<file path="src/rtl/dtb_pkg.sv">
package dtb_pkg;

  localparam int SRC_W = 2;

  typedef enum logic [SRC_W-1:0] {
    T1_OFF   = 2'd0,
    T1_SYS   = 2'd1,
    T1_EXT   = 2'd2,
    T1_CHAIN = 2'd3
  } tb1_src_e;

  typedef enum logic [SRC_W-1:0] {
    T2_OFF   = 2'd0,
    T2_EXT   = 2'd1,
    T2_FAST  = 2'd2,
    T2_GATED = 2'd3
  } tb2_src_e;

endpackage

</file>
<file path="src/rtl/tbg_sync.sv">
module tbg_sync #(
  parameter int STAGES = 2
) (
  input  logic clk,
  input  logic rst_n,
  input  logic d,
  output logic q
);

  logic [STAGES-1:0] chain;

  generate
    for (genvar i = 0; i < STAGES; i++) begin : g_stage
      if (i == 0) begin : g_first
        always_ff @(posedge clk or negedge rst_n) begin
          if (!rst_n) chain[0] <= 1'b0;
          else        chain[0] <= d;
        end
      end else begin : g_next
        always_ff @(posedge clk or negedge rst_n) begin
          if (!rst_n) chain[i] <= 1'b0;
          else        chain[i] <= chain[i-1];
        end
      end
    end
  endgenerate

  assign q = chain[STAGES-1];

endmodule

</file>
<file path="src/rtl/tbg_prescaler.sv">
module tbg_prescaler #(
  parameter int W = 8
) (
  input  logic         clk,
  input  logic         rst_n,
  input  logic         clr,
  input  logic         tick_in,
  input  logic [W-1:0] lim,
  output logic         tick_out
);

  logic [W-1:0] cnt_q;

  // Terminal when the residue has reached the limit; >= keeps a shrunk
  // limit from stranding the residue above it.
  assign tick_out = tick_in && (cnt_q >= lim);

  always_ff @(posedge clk or negedge rst_n) begin
    if (!rst_n)       cnt_q <= '0;
    else if (clr)     cnt_q <= '0;
    else if (tick_in) cnt_q <= tick_out ? '0 : cnt_q + 1'b1;
  end

endmodule

</file>
<file path="src/rtl/tbg_counter.sv">
module tbg_counter #(
  parameter int W = 24
) (
  input  logic         clk,
  input  logic         rst_n,
  input  logic         clr,
  input  logic         step,
  output logic [W-1:0] count
);

  always_ff @(posedge clk or negedge rst_n) begin
    if (!rst_n)    count <= '0;
    else if (clr)  count <= '0;
    else if (step) count <= count + 1'b1;
  end

endmodule

</file>
<file path="src/rtl/dual_timebase.sv">
module dual_timebase
  import dtb_pkg::*;
#(
  parameter int CNT_W         = 24,
  parameter int T1_FLD_W      = 8,
  parameter int T2_FLD_W      = 6,
  parameter int SYNC_STAGES   = 2,
  parameter int FAST_DIV_LOG2 = 3,
  localparam int CFG_W        = SRC_W + T1_FLD_W
) (
  input  logic             clk,
  input  logic             rst_n,
  input  logic             sw_clr,
  input  logic             cfg_wr,
  input  logic             cfg_sel,
  input  logic [CFG_W-1:0] cfg_data,
  input  logic             ext_clk,
  input  logic             gate,
  output logic [CNT_W-1:0] tb1_count,
  output logic [CNT_W-1:0] tb2_count
);

  localparam int P1_W = T1_FLD_W + 1;
  localparam int P2_W = T2_FLD_W;

  // configuration registers
  tb1_src_e              src1_q;
  tb2_src_e              src2_q;
  logic [T1_FLD_W-1:0]   fld1_q;
  logic [T2_FLD_W-1:0]   fld2_q;

  always_ff @(posedge clk or negedge rst_n) begin
    if (!rst_n) begin
      src1_q <= T1_OFF;
      src2_q <= T2_OFF;
      fld1_q <= '0;
      fld2_q <= '0;
    end else if (cfg_wr) begin
      if (!cfg_sel) begin
        src1_q <= tb1_src_e'(cfg_data[SRC_W-1:0]);
        fld1_q <= cfg_data[SRC_W +: T1_FLD_W];
      end else begin
        src2_q <= tb2_src_e'(cfg_data[SRC_W-1:0]);
        fld2_q <= cfg_data[SRC_W +: T2_FLD_W];
      end
    end
  end

  // input conditioning
  logic ext_s, ext_d, ext_rise, gate_s;

  tbg_sync #(.STAGES(SYNC_STAGES)) u_ext_sync (
    .clk(clk), .rst_n(rst_n), .d(ext_clk), .q(ext_s)
  );

  tbg_sync #(.STAGES(SYNC_STAGES)) u_gate_sync (
    .clk(clk), .rst_n(rst_n), .d(gate), .q(gate_s)
  );

  always_ff @(posedge clk or negedge rst_n) begin
    if (!rst_n) ext_d <= 1'b0;
    else        ext_d <= ext_s;
  end

  assign ext_rise = ext_s & ~ext_d;

  // fixed fast divider for time base 2
  logic [FAST_DIV_LOG2-1:0] fdiv_q;
  logic                     fast_tick;

  always_ff @(posedge clk or negedge rst_n) begin
    if (!rst_n)      fdiv_q <= '0;
    else if (sw_clr) fdiv_q <= '0;
    else             fdiv_q <= fdiv_q + 1'b1;
  end

  assign fast_tick = &fdiv_q;

  // time base 2 prescaler and step
  logic            t2_in, t2_pre, t2_step;
  logic [P2_W-1:0] lim2;

  assign lim2 = fld2_q;

  always_comb begin
    unique case (src2_q)
      T2_EXT:  t2_in = ext_rise;
      T2_FAST: t2_in = fast_tick;
      default: t2_in = 1'b0;
    endcase
  end

  tbg_prescaler #(.W(P2_W)) u_pre2 (
    .clk(clk), .rst_n(rst_n), .clr(sw_clr),
    .tick_in(t2_in), .lim(lim2), .tick_out(t2_pre)
  );

  assign t2_step = (src2_q == T2_GATED) ? gate_s : t2_pre;

  // time base 1 prescaler and step
  logic            t1_in, t1_step;
  logic [P1_W-1:0] lim1;

  // system clock path divides by 2*(F+1): limit is 2F+1
  assign lim1 = (src1_q == T1_SYS) ? {fld1_q, 1'b1} : {1'b0, fld1_q};

  always_comb begin
    unique case (src1_q)
      T1_SYS:   t1_in = 1'b1;
      T1_EXT:   t1_in = ext_rise;
      T1_CHAIN: t1_in = t2_pre;
      default:  t1_in = 1'b0;
    endcase
  end

  tbg_prescaler #(.W(P1_W)) u_pre1 (
    .clk(clk), .rst_n(rst_n), .clr(sw_clr),
    .tick_in(t1_in), .lim(lim1), .tick_out(t1_step)
  );

  // counters
  tbg_counter #(.W(CNT_W)) u_cnt1 (
    .clk(clk), .rst_n(rst_n), .clr(sw_clr), .step(t1_step), .count(tb1_count)
  );

  tbg_counter #(.W(CNT_W)) u_cnt2 (
    .clk(clk), .rst_n(rst_n), .clr(sw_clr), .step(t2_step), .count(tb2_count)
  );

endmodule

</file>
<file path="config.mk">
export PLATFORM = sky130hd
export DESIGN_NAME = dual_timebase
export DESIGN_NICKNAME = d
export VERILOG_FILES = /design/src/rtl/dtb_pkg.sv /design/src/rtl/tbg_sync.sv /design/src/rtl/tbg_prescaler.sv /design/src/rtl/tbg_counter.sv /design/src/rtl/dual_timebase.sv
export SDC_FILE = /design/constraint.sdc
export NUM_CORES = 1
export LEC_CHECK = 0
export ABC_AREA = 1
export ABC_CLOCK_PERIOD_IN_PS = 2300
export BUFFER_PORTS_ARGS = -buffer_cell sky130_fd_sc_hd__buf_2
export CAP_MARGIN = 15
export CORE_MARGIN = 1.5
export CORE_UTILIZATION = 50
export DETAILED_ROUTE_END_ITERATION = 10
export PLACE_DENSITY = 0.84
export SETUP_SLACK_MARGIN = 0.1
export SLEW_MARGIN = 0
export SYNTH_ARGS = -nofsm -noshare
export SYNTH_HDL_FRONTEND = slang
export SYNTH_HIERARCHICAL = 1
export SYNTH_SLANG_ARGS = --single-unit
</file>
<file path="constraint.sdc">
create_clock -name clk -period 2.3 [get_ports clk]
set_input_delay 0.46 -clock clk [delete_from_list [all_inputs] [get_ports clk]]
set_output_delay 0.46 -clock clk [all_outputs]
set_load 0.01 [all_outputs]
</file>
==> out/qor.yml <==
dieArea_um2: 11600
path_clk_slew_ps: 90
ir_worst_vdd_mv: 0.345
period_share_pct: 103
maxCapViolations: 0
mostFrequentLayoutCells: "199 x nand2_1, 101 x inv_1, 93 x nor2_1"
synth_xor_area_share_pct: 1.12
die_h_um: 108
crit_family: "simple AND/OR/NAND/NOR gates"
power_per_cell_area_nw_per_um2: 514
first_global_vias: 4543
gp_congestion: 0.840
path_buf_inv: 5
pin_count: 65
crit_required_ps: 2530
synth-adder-area-share_pct: 5.49
synth-compound-area-share_pct: 7.98
endpoint_kind: "flip-flop"
synth_warnings: 6
skew_ps: 11.2
yosys-top-cells-area: "dfrtp_1 41%, nand2_1 14%, inv_1 7.5%"
cts_sinks: 89
reg2reg_from: "src1_q[0]"
holdBufCountCts: 0
r2r.worst_path.cells: 17
setup_viol: 7
netlist.area_leader.share_pct: 40.7
antennaDiodeCount: 0
port_buffers: 64
startpoint_type: "flip-flop"
outcome: "finished, violations left"
cp_slowest_cell: "dfrtp_2"
layout_commonest_cell: "nand2_1"
drt_iter0_drc: 340
num-fill-cells: 931
crit_start: "src1_q[0]"
area_growth_pct: 21.7
antenna_found_initial: 0
cts_made_buffers: 9
final_hold_viol_count: 0
grt_overflow: 0
htreeDepth: 3
swShare_pct: 28.4
drc: 0
wire_per_inst_um: 12.6
cts_root_buf: "clkbuf_8"
combPwrFrac_pct: 16.5
hpwlAfterDp_mm: 8.64
num_rows: 38
crit_chain: "buf_4 > nand3_1 > nand2_1 > inv_1 > ha_1 > nand2_1 > nor2_1 > a21oi_2 > nand3_2 > nand2_4 > inv_4 > inv_2 > nand2_2 > nand2_4 > inv_2 > o21ai_0 > a21oi_1"
dpl_cell_area_um2: 6110
grt_pass1_wl_mm: 20.7
synth_area_leader_cell: "dfrtp_1"
postSynthAreaPerCell_um2: 7.38
period_minus_slack_ps: 2370
critPathMaxStageDelay_ps: 470
synth_area_um2: 5470
cts_tree: "done"
synth_simple_gate_area_share_pct: 35.6
wl_mm: 12.5
post_drt_via_cell_ratio: 5.08
ys_ff_latch: 89
clock_latency_ps: 370
vias: 5031
start_util_pct: 50.9
setup_ws_ps: -66.5
p_sw_uw: 969
cp.depth: 17
fin_util_pct: 61.9
clockPowerShare_pct: 33.9
dr.pass1.iters: 5
yosysSeqAreaShare_pct: 40.7
grt_max_degree: 36
fin_nets: 887
cp_max_fo: 5
ys_types: 28
core_area_um2: 10700
relSlewSlack_pct: 70.1
critPathKind: "flip-flop to flip-flop"
clk_path_buf_depth: 2
grtUsageTotal_pct: 22.6
drive_gt1_share_pct: 27.4
worst_pin_slew_ps: 448
p_leak_uw: 0.00359
fmax_ghz: 0.423
synth_fp_nets: 782
slew_violations: 0
hp-class: "primary input to async pin"
power.share.sequential_pct: 49.6
synth_top_family_by_area: "simple AND/OR/NAND/NOR gates"
internal-power_uw: 2450
failed_checks: "negative setup slack"
die_w_um: 108
synth_cells: 741
ant_nets: 0
critPathArrivalTime_ps: 2600
final_area_um2: 6660
rsz0062_at_grt: "true"
synth_mux_area_share_pct: 0
per-layer routing:
layer	wire, µm	vias up	GRT usage (%)
met5	0	-	0
met4	162	0	7.14
met3	679	15	4.36
met2	6080	139	36.6
met1	5560	2352	30.6
li1	-	2525	-
flip-flops by register name (all words and copies together) (netlist names):
| name | flops |
|---|---|
| u_cnt1/count | 24 |
| u_pre1/cnt_q | 9 |
| src1_q | 2 |
| u_ext_sync/chain | 1 |
| u_gate_sync/chain | 1 |
| fld1_q | 8 |
| fld2_q | 6 |
| ext_d | 1 |
| u_gate_sync/q | 1 |
| u_pre2/cnt_q | 6 |
| src2_q | 2 |
| u_ext_sync/q | 1 |
| fdiv_q | 3 |
| u_cnt2/count | 24 |
per-stage QoR:
stage | hold WS (ps) | std cells | power, µW | TNS [ps] | setup WS, ps
floorplan | 164 | 741 | 2020 | 0 | 86.8
global placement | 339 | 959 | 2170 | -281 | -56.0
detailed placement | 340 | 959 | 2180 | -254 | -56.0
CTS | 40.3 | 982 | 3370 | 0 | 9.51
global route | 52.1 | 991 | 3610 | -3710 | -239
finish | 35.1 | 991 | 3420 | -233 | -66.5
cell type report:
type / count / area, µm² / share of cell area, %
Timing Repair inverter: 1 / 7.51 / 0.113
Clock inverter: 4 / 48.8 / 0.733
Clock buffer: 12 / 165 / 2.48
Sequential cell: 89 / 2230 / 33.5
Timing Repair Buffer: 100 / 601 / 9.02
Inverter: 117 / 444 / 6.67
Multi-Input combinational cell: 528 / 2990 / 44.8
Tap cell: 140 / 175 / 2.63
path summary, 6_finish.rpt:
kind / to / slack, ps
hold reg to reg: u_gate_sync/q / 360
setup / recovery: u_cnt1/count[4] / -70
max in group asynchronous: u_pre1/cnt_q[5] / 1640
min in group clk: u_gate_sync/chain[0] / 190
hold / removal: src1_q[0] / 40
setup reg to reg: u_cnt1/count[4] / -70
power by group through the flow:
stage	clock network [µW]	logic (µW)	registers, µW
after floorplan	0	326	1700
after global placement	0	457	1710
after detailed placement	0	470	1710
after CTS	1180	503	1690
after global routing	1260	639	1700
final	1160	564	1690
cell usage after synthesis:
cell type,number
nand3_2,2
and2_1,2
buf_4,3
or2_0,1
ha_1,24
inv_1,110
buf_6,2
nor2_2,6
nor3_1,6
buf_2,3
nor2_1,101
xnor2_1,3
nor2_4,17
nand3_1,48
o21bai_1,2
o21bai_2,1
o21ai_2,16
inv_2,7
o21ai_0,23
nand2_1,207
o21a_1,2
dfrtp_1,89
xor2_1,4
a21oi_1,28
nand2_2,12
nand2_4,4
nor3_4,2
nand4_1,16
timing repair:
item | CTS | global route
gates cloned | 2 | 0
pin swaps | 12 | 23
buffers inserted | 5 | 9
endpoints found under the setup margin | 27 | 54
gates resized for setup | 17 | 36
cell families (layout without fill, tap and decap cells):
| logic type | Yosys count | after routing |
|---|---|---|
| simple gates | 424 | 425 |
| buf+inv | 125 | 234 |
| compound gates | 72 | 72 |
| fa+ha+maj | 24 | 24 |
| xor+xnor | 7 | 7 |
| flops | 89 | 89 |
(Power assumes the default switching activity.)
